File: config.mk
export PLATFORM = sky130hd
export DESIGN_NAME = pat_player
export DESIGN_NICKNAME = d
export VERILOG_FILES = /design/src/rtl/pat_player_pkg.sv /design/src/rtl/pp_cfg_check.sv /design/src/rtl/pp_addr_gen.sv /design/src/rtl/pp_out_stage.sv /design/src/rtl/pat_player.sv
export SDC_FILE = /design/constraint.sdc
export NUM_CORES = 1
export LEC_CHECK = 0
export ABC_AREA = 1
export ABC_CLOCK_PERIOD_IN_PS = 3500
export BUFFER_PORTS_ARGS = -buffer_cell sky130_fd_sc_hd__buf_2
export CAP_MARGIN = 10
export CORE_AREA = 2 2 227 229
export DETAILED_ROUTE_END_ITERATION = 6
export DIE_AREA = 0 0 229 231
export PLACE_DENSITY = 0.33
export SYNTH_ARGS = -nofsm -noshare
export SYNTH_HDL_FRONTEND = slang
export SYNTH_SLANG_ARGS = --single-unit
File: constraint.sdc
create_clock -name clk -period 3.5 [get_ports clk]
set_input_delay 0.35 -clock clk [delete_from_list [all_inputs] [get_ports clk]]
set_output_delay 0.35 -clock clk [all_outputs]
set_load 0.02 [all_outputs]
File: src/rtl/pat_player_pkg.sv
package pat_player_pkg;

  typedef enum logic [2:0] {
    ST_IDLE   = 3'd0,
    ST_NOLOAD = 3'd1,
    ST_PLAY   = 3'd2,
    ST_DONE   = 3'd3,
    ST_ERR    = 3'd4
  } status_e;

  localparam logic [1:0] MD_LOOP  = 2'd0;
  localparam logic [1:0] MD_COUNT = 2'd1;
  localparam logic [1:0] MD_ONCE  = 2'd2;

  // Segment must be non-empty and lie inside the loaded vector.
  function automatic logic seg_fits(input int unsigned off,
                                    input int unsigned len,
                                    input int unsigned size);
    return (len != 0) && ((off + len) <= size);
  endfunction

  // Mode code must be known; count mode needs at least one pass.
  function automatic logic mode_fits(input logic [1:0] m, input logic cnt_zero);
    case (m)
      MD_LOOP, MD_ONCE: return 1'b1;
      MD_COUNT:         return !cnt_zero;
      default:          return 1'b0;
    endcase
  endfunction

  // Final segment address from base and length (length >= 1).
  function automatic int unsigned seg_last(input int unsigned off,
                                           input int unsigned len);
    return off + len - 1;
  endfunction

endpackage

File: src/rtl/pp_cfg_check.sv
module pp_cfg_check
  import pat_player_pkg::*;
#(
  parameter int AW = 10,
  parameter int CW = 16
) (
  input  logic [AW-1:0] offset,
  input  logic [AW:0]   length,
  input  logic [1:0]    mode,
  input  logic [CW-1:0] count,
  input  logic [AW:0]   size,
  output logic          cfg_ok
);
  logic fits_w;
  logic mode_w;

  always_comb begin
    fits_w = seg_fits(32'(offset), 32'(length), 32'(size));
    mode_w = mode_fits(mode, count == '0);
    cfg_ok = fits_w && mode_w;
  end
endmodule

File: src/rtl/pp_addr_gen.sv
module pp_addr_gen
  import pat_player_pkg::*;
#(
  parameter int AW = 10,
  parameter int CW = 16
) (
  input  logic          clk,
  input  logic          rst_n,
  input  logic          load,
  input  logic          adv,
  input  logic [AW-1:0] offset,
  input  logic [AW:0]   length,
  input  logic [1:0]    mode,
  input  logic [CW-1:0] count,
  output logic [AW-1:0] rd_addr,
  output logic [AW-1:0] seg_base,
  output logic          at_last,
  output logic          final_pass
);
  logic [AW-1:0] addr_q, base_q, last_q;
  logic [CW-1:0] pass_q, passes_q;
  logic [1:0]    mode_q;

  always_ff @(posedge clk) begin
    if (!rst_n) begin
      addr_q   <= '0;
      base_q   <= '0;
      last_q   <= '0;
      pass_q   <= '0;
      passes_q <= '0;
      mode_q   <= MD_LOOP;
    end else if (load) begin
      addr_q   <= offset;
      base_q   <= offset;
      last_q   <= AW'(seg_last(32'(offset), 32'(length)));
      pass_q   <= CW'(1);
      passes_q <= count;
      mode_q   <= mode;
    end else if (adv) begin
      if (at_last) begin
        addr_q <= base_q;
        pass_q <= pass_q + CW'(1);
      end else begin
        addr_q <= addr_q + AW'(1);
      end
    end
  end

  always_comb begin
    rd_addr    = addr_q;
    seg_base   = base_q;
    at_last    = (addr_q == last_q);
    final_pass = (mode_q == MD_ONCE) ||
                 ((mode_q == MD_COUNT) && (pass_q == passes_q));
  end
endmodule

File: src/rtl/pp_out_stage.sv
module pp_out_stage #(
  parameter int DW = 256
) (
  input  logic          clk,
  input  logic          rst_n,
  input  logic          rd_en,
  input  logic [DW-1:0] rd_data,
  output logic          out_valid,
  output logic [DW-1:0] out_data
);
  logic vld_q;

  always_ff @(posedge clk) begin
    if (!rst_n) vld_q <= 1'b0;
    else        vld_q <= rd_en;
  end

  always_comb begin
    out_valid = vld_q;
    out_data  = vld_q ? rd_data : '0;
  end
endmodule

File: src/rtl/pat_player.sv
module pat_player
  import pat_player_pkg::*;
#(
  parameter int AW = 10,
  parameter int DW = 256,
  parameter int CW = 16
) (
  input  logic          clk,
  input  logic          rst_n,
  input  logic          cmd_toggle,
  input  logic          vec_loaded,
  input  logic [AW:0]   vec_words,
  input  logic [AW-1:0] cfg_offset,
  input  logic [AW:0]   cfg_length,
  input  logic [1:0]    cfg_mode,
  input  logic [CW-1:0] cfg_count,
  output logic          mem_rd_en,
  output logic [AW-1:0] mem_rd_addr,
  input  logic [DW-1:0] mem_rd_data,
  output logic          out_valid,
  output logic [DW-1:0] out_data,
  output logic [2:0]    status
);
  status_e       st_q;
  logic          playing;
  logic          cfg_ok;
  logic          start_ok, start_bad, stop_evt, end_evt;
  logic          at_last, final_pass;
  logic [AW-1:0] seg_base;

  pp_cfg_check #(.AW(AW), .CW(CW)) u_cfg (
    .offset (cfg_offset),
    .length (cfg_length),
    .mode   (cfg_mode),
    .count  (cfg_count),
    .size   (vec_words),
    .cfg_ok (cfg_ok)
  );

  always_comb begin
    playing   = (st_q == ST_PLAY);
    start_ok  = cmd_toggle && !playing && vec_loaded && cfg_ok;
    start_bad = cmd_toggle && !playing && vec_loaded && !cfg_ok;
    stop_evt  = cmd_toggle && playing;
    end_evt   = playing && !cmd_toggle && at_last && final_pass;
    mem_rd_en = playing;
  end

  pp_addr_gen #(.AW(AW), .CW(CW)) u_addr (
    .clk        (clk),
    .rst_n      (rst_n),
    .load       (start_ok),
    .adv        (playing),
    .offset     (cfg_offset),
    .length     (cfg_length),
    .mode       (cfg_mode),
    .count      (cfg_count),
    .rd_addr    (mem_rd_addr),
    .seg_base   (seg_base),
    .at_last    (at_last),
    .final_pass (final_pass)
  );

  always_ff @(posedge clk) begin
    if (!rst_n)         st_q <= ST_IDLE;
    else if (start_ok)  st_q <= ST_PLAY;
    else if (start_bad) st_q <= ST_ERR;
    else if (stop_evt)  st_q <= ST_IDLE;
    else if (end_evt)   st_q <= ST_DONE;
  end

  pp_out_stage #(.DW(DW)) u_out (
    .clk       (clk),
    .rst_n     (rst_n),
    .rd_en     (mem_rd_en),
    .rd_data   (mem_rd_data),
    .out_valid (out_valid),
    .out_data  (out_data)
  );

  always_comb begin
    status = (!playing && !vec_loaded) ? 3'(ST_NOLOAD) : 3'(st_q);
  end
endmodule

**Word level (Yosys, flattened, before mapping)**

Cells that the tools add are included.

- Add/sub/neg operators: 4
- Order comparisons: 1
- Eq/ne operators: 7
- Muxes and demuxes: 13
- Bitwise logic cells: 1
- Reduce and logical (&&, ||, !) cells: 30

Operator list:

| kind | number |
|---|---|
| $mux 256 | 1 |
| $mux 10 | 3 |
| $add 16x1->16 const B | 1 |
| $eq 16x16->1 | 1 |
| $logic_not 16->1 | 1 |
| $add 10x11->12 | 1 |
| $le 12x11->1 | 1 |
| $logic_and 1x1->1 | 12 |
| $mux 3 | 4 |
| $reduce_bool 11->1 | 1 |
| $add 10x1->10 const B | 1 |
| $eq 10x10->1 | 1 |
| $sub 10x1->10 const B | 1 |
| $logic_not 1->1 | 5 |
| $eq 2x1->1 const B | 2 |
| $eq 2x2->1 const B | 2 |
| $reduce_and 2->1 | 2 |
| $reduce_bool 2->1 | 2 |
| $reduce_bool 4->1 | 1 |
| $reduce_or 2->1 | 2 |
| $reduce_or 4->1 | 1 |
| $eq 3x2->1 const B | 1 |
| $mux 1 | 3 |
| $reduce_bool 3->1 | 1 |
| other kinds (5) | 5 |

- Flip-flop bits (word level): 68
- Input port bits: 310
- Output and inout port bits: 271
- Logic and storage cells: 67

**Depth between registers and ports, before layout**

- Depth after elaboration: 8
- Mapped depth: 25
- Depth with buffers taken out: 24

**Hierarchy**

Synthesis repeated with hierarchy kept, for this count alone.

- Cell total of the unflattened synthesis: 1265
- Area total of the unflattened synthesis: 7101.8 um^2

Modules (own cells, without submodules):

| module | instances | cells an instance | area each (um^2) | sequential area each (um^2) |
|---|---|---|---|---|
| pp_addr_gen | 1 | 555 | 3846.2 | 1281.2 |
| pp_out_stage | 1 | 543 | 2222.1 | 20.0 |
| pp_cfg_check | 1 | 136 | 844.6 | 0.0 |
| pat_player | 1 | 31 | 188.9 | 60.1 |

**Worst setup path before layout**

Ideal clock, no wire load.

- Path type: input to register
- From: in cfg_offset[0]
- To: reg u_addr.base_q[4], in the netlist u_addr.seg_base[4]
- Library setup time: 0.129 ns
- Data arrival time: 2.873 ns
- Required time: 3.371 ns
- Slack: 0.498 ns
- Cell stages on the path: 22
- Path buffers: 2
- Cells stage by stage: ha_1 inv_1 fa_1 inv_1 nand4_1 nand3_1 nand2_1 nand2_1 a21oi_1 nor2_1 nor2_1 xnor2_1 ha_1 nand3_1 nor3_1 nand2_1 nand2_1 nand3_2 buf_6 buf_4 nand3_1 o31ai_2

- Longest elaborated chain between the ends: 5

RTL lines:

| item | line | text |
|---|---|---|
| from (decl) | pat_player.sv:13 | `input logic [AW-1:0] cfg_offset,` |
| $add 10x11->12 | n/a |  |
| $le 12x11->1 | pat_player_pkg.sv:19 | `return (len != 0) && ((off + len) <= size);` |
| $logic_and 1x1->1 | pat_player_pkg.sv:19 |  |
| $logic_and 1x1->1 | pp_cfg_check.sv:20 | `cfg_ok = fits_w && mode_w;` |
| $logic_and 1x1->1 | pat_player.sv:42 | `start_ok = cmd_toggle && !playing && vec_loaded && cfg_ok;` |
| to (signal assigned) | pp_addr_gen.sv:34 | `base_q <= offset;` |
| to (decl) | pp_addr_gen.sv:20 | `logic [AW-1:0] addr_q, base_q, last_q;` |

No other way between the ends.
A chain may end at the register's enable or synchronous reset.

**Worst setup path in the final report**

- From: in cfg_offset[2]
- To: reg u_addr.addr_q[8], in the netlist u_addr.rd_addr[8]

- Longest elaborated chain between the ends: 6
- Elaborated cells on any way between the ends: 7
- Classes of those cells: 1 x add/sub; 1 x order compare; 1 x mux; 4 x reduce/logical

RTL lines:

| item | line | text |
|---|---|---|
| $add 10x11->12 * | n/a |  |
| $le 12x11->1 * | pat_player_pkg.sv:19 |  |
| $logic_and 1x1->1 * | pat_player_pkg.sv:19 |  |
| $logic_and 1x1->1 * | pp_cfg_check.sv:20 |  |
| $logic_and 1x1->1 * | pat_player.sv:42 |  |
| $mux 10 or $reduce_bool 2->1 (tied branches) | n/a |  |
| to (signal assigned) | pp_addr_gen.sv:33 | `addr_q <= offset;` |
| to (signal assigned) | pp_addr_gen.sv:41 | `addr_q <= base_q;` |
| to (signal assigned) | pp_addr_gen.sv:44 | `addr_q <= addr_q + AW'(1);` |
| to (decl) | pp_addr_gen.sv:20 |  |

Every way passes the cells marked *; elsewhere a longest branch is shown, timed or not.

==> metrics.md <==
| Metric | Value |
|---|---|
| Result of the run | complete, no violations |
| Class of the most critical setup path | input pin to flip-flop |
| Post-Synthesis Net Count | 1558 |
| Cell area after layout | 10910 µm² |
| Drt first pass iters | 5 |
| Count of buffer and inverter cells on the critical path | 3 |
| Number of global-route vias before repair | 8797 |
| Number of buffers inserted during clock tree synthesis | 9 |
| Total of cells resized after clock tree synthesis | 0 |
| Rel. slew slack | 48.72% |
| HPWL reported at the end of detailed placement | 43.34 mm |
| DR DRC count | 0 |
| Maximum fanout along the worst path | 27 |
| Slowest-stage cell, CP | ha_1 |
| Post-place instance area | between 10000 and 15000 µm² |
| Static leakage power | 0.007844 µW |
| Clock insertion delay at the later pin of the skew report | 340 ps |
| Max Clock Skew | approximately 14 ps |
| Vias/cell | between 3 and 4 |
| Number of register bits inferred by synthesis | 68 |
| Layout Utilization | around 22% |
| Library cell appearing most often on the critical path | nand2_1 |
| Nets | 2127 |
| Asr flop ratio synth | 0% |
| Buffer type at the clock tree root | clkbuf_16 |
| Number of cells produced by synthesis | 1223 |
| Cell family with the largest share of critical-path delay | simple AND/OR/NAND/NOR gates |
| Hold bufs inserted after CTS | 0 |
| Overall global routing resource usage | 17.34% |
| Crit path cell chain | buf_2 -> ha_1 -> nand3_1 -> nand3_2 -> nand3_1 -> nand2_2 -> xnor2_1 -> inv_1 -> ha_1 -> nand2_1 -> nor2_1 -> nand2_1 -> nand2_1 -> nand2_1 -> nand2_1 -> nand2_1 -> nand2_1 -> nand2_1 -> nand3_2 -> buf_12 -> nand2_2 -> o21ai_0 -> nor2_1 |
| Number of enable-type register cells in the synthesized netlist | 0 |
| Max H-tree Level | 3 |
| Min-delay worst type | input pin to flip-flop |
| Slew at the pin with the worst max-slew slack | 762.9 ps |
| Area growth from synthesis to layout | 61.93% |
| Worst Setup End Kind | flip-flop |
| Fraction of the yosys area taken by sequential cells | 20.20% |
| Data arrival time of the critical path | 3340 ps |
| CP startpoint kind | input pin |
| Clock period minus worst slack | 3113 ps |
| Post-route fraction of the period consumed by the critical path | 88.94% |
| Buffer levels on the longest clock path | 2 |
| Layout cells sized above 1 | 37.62% |
| CTS tree | built |
| Final hold violations | 0 |
| Final total negative setup slack | 0 ps |
| Area of the core | ~50000 µm² |
| CTS sink count | 68 |
| Effective utilization at floorplan | 13.30% |
| Yosys warns | 0 |
| Std-Cell Rows | 83 |
| Number of antenna violations at the first check in global routing | 12 |
| Global placement routability congestion | roughly 0.9 |
| Number of placed I/O pins | around 580 |
| Max-slew violation count | 0 |
| Required time of the critical path | ~3700 ps |
| Clock transition at the registers of the reported paths | 70 ps |
| Critical path's largest stage delay | around 380 ps |
| Vert. Die Dim | 231 µm |
| VDD IR max | ~0.17 mV |
| F_max | 321.2 MHz |
| Drt total wl | 49.01 mm |
| Max-cap viol count | 0 |
| Count of endpoints failing setup in the final report | 0 |
| Total power density per cell area | 277.2 nW/µm² |
| RSZ-0062 raised after global routing | false |
| Number of vias after detailed routing | around 9300 |
| Port buffer count | 580 |
| Maximum number of pins on one net before global-route repair | 82 |
| Number of violations reported at the end of detailed-routing iteration 0 | 627 |
| Antenna Nets Post-Route | 0 |
| GRT overflow | 0 |
| Full die area | 52900 µm² |
| Per-cell routed wire length | 19.72 µm |
| Global-route wire length before repair | around 65 mm |
| Number of inserted filler cells in the final layout | 5998 |
| Mapped Area | around 6700 µm² |
| Yosys cell types | 44 |
| Commonest register cell after synthesis | dfxtp_1 |
| Die width | 229 µm |
| Mapped Avg Cell Area | 5.511 µm² |
| Post-CTS Repair Setup Buffers | 0 |
-- metal layers --
metal | share of wire [%] | global-route usage, % | vias to the layer above | wire, µm
li1 | - | - | 4682 | -
met1 | 49 | 24.78 | 4246 | 23790
met2 | 41 | 24.81 | 360 | 19900
met3 | 8.2 | 5.398 | 43 | 4005
met4 | 2.5 | 4.606 | 14 | 1217
met5 | 0.20 | 0 | - | 96
-- worst paths after layout --
kind / startpoint / end / slack (ps) / cells after the start
max: cfg_offset[2] / u_addr.rd_addr[8] / 390 / 23
min: cfg_count[6] / u_addr.passes_q[6] / 290 / 3
max reg2reg: u_addr.rd_addr[6] / st_q[1] / 1000 / 11
min reg2reg: u_addr.last_q[3] / u_addr.last_q[3] / 460 / 2
-- report_power, final --
part | internal [µW] | switching (µW) | leakage (µW) | total, µW
logic | 440 | 703 | 0.00713 | 1140
clock network | 628 | 378 | 0.000156 | 1010
registers | 824 | 51.1 | 0.000553 | 875
total | 1890 | 1130 | 0.00784 | 3030
-- cell families after synthesis --
family | Yosys count | share of synthesized area, %
AOI/OAI and AO/OA | 125 | 11.32
buffers and inverters | 430 | 24.74
DFF | 68 | 20.20
xor gates and xnor gates | 35 | 4.993
and+or+nand+nor | 540 | 33.99
adders and majority gates | 25 | 4.752
-- through the flow --
stage / setup slack [ps] / total power (µW) / instances / hold WS [ps]
after floorplan: 498.0 / 1488 / 1223 / 435.8
after CTS: 363.7 / 3073 / 2477 / 281.8
final: 387.1 / 3025 / 2485 / 289.3
after detailed placement: 20.85 / 2049 / 2461 / 457.2
after global routing: 32.72 / 3205 / 2477 / 293.9
after global placement: 90.17 / 2055 / 2461 / 451.7
-- cell type report --
| cell class | count | area (µm²) | share of cell area [%] |
|---|---|---|---|
| inverter | 379 | 1423 | 13.03 |
| clock buffer | 9 | 225.2 | 2.064 |
| timing repair buffer | 609 | 3221 | 29.51 |
| sequential | 68 | 1365 | 12.51 |
| clock inverter | 7 | 98.84 | 0.9057 |
| tap | 680 | 850.8 | 7.795 |
| antenna | 8 | 20.02 | 0.1834 |
| multi-input combinational | 725 | 3711 | 34.00 |
-- Yosys cell counts, types with 4 or more instances --
master | number | area, µm²
nand2_1 | 386 | 1449
inv_1 | 373 | 1400
dfxtp_1 | 68 | 1361
nor2_1 | 51 | 191.4
nand3_1 | 47 | 235.2
a21oi_1 | 43 | 215.2
o21ai_0 | 38 | 190.2
clkbuf_1 | 30 | 112.6
ha_1 | 24 | 300.3
xor2_1 | 19 | 166.4
nand4_1 | 16 | 100.1
o21ai_1 | 13 | 65.06
xnor2_1 | 12 | 105.1
a21oi_2 | 11 | 96.34
buf_2 | 10 | 50.05
nor3_1 | 9 | 45.04
o31ai_2 | 8 | 100.1
inv_2 | 6 | 22.52
nand3_2 | 6 | 60.06
buf_1 | 5 | 18.77
buf_6 | 5 | 56.30
nor3b_1 | 4 | 30.03
nor4_1 | 4 | 25.02
xor2_2 | 4 | 65.06
-- registers in the layout (all words and copies together) (netlist names) --
| signal | cells |
|---|---|
| u_addr.rd_addr | 10 |
| u_addr.last_q | 10 |
| u_addr.pass_q | 16 |
| u_addr.mode_q | 2 |
| u_addr.passes_q | 16 |
| u_out.out_valid | 1 |
| u_addr.seg_base | 10 |
| st_q | 3 |
-- layout by cell type (no fill, tap or decap), drive strengths merged, types with 2 or more instances in the layout --
cell	instances
o21ai	51
nor3b	4
nand2	390
o2111ai	3
buf	609
diode	8
bufinv	2
nor3	10
or2	6
o21a	2
nor2	54
o31ai	8
a21oi	54
nand4	16
xnor2	12
clkbuf	9
ha	24
nor4	6
inv	380
dfxtp	68
clkinv	3
nand3	53
xor2	23
a21o	3
-- worst register-to-register path: stages, from the launching register on --
cell and delay (ps):
dfxtp_1 430, inv_2 80, nand2_1 60, nand4_1 130, nor4_2 590, buf_4 300
nand2_1 290, nor2_1 170, nand2_1 110, nand2_1 100, inv_1 40, a21oi_1 120
No activity file was read; power rests on OpenSTA's default activity.
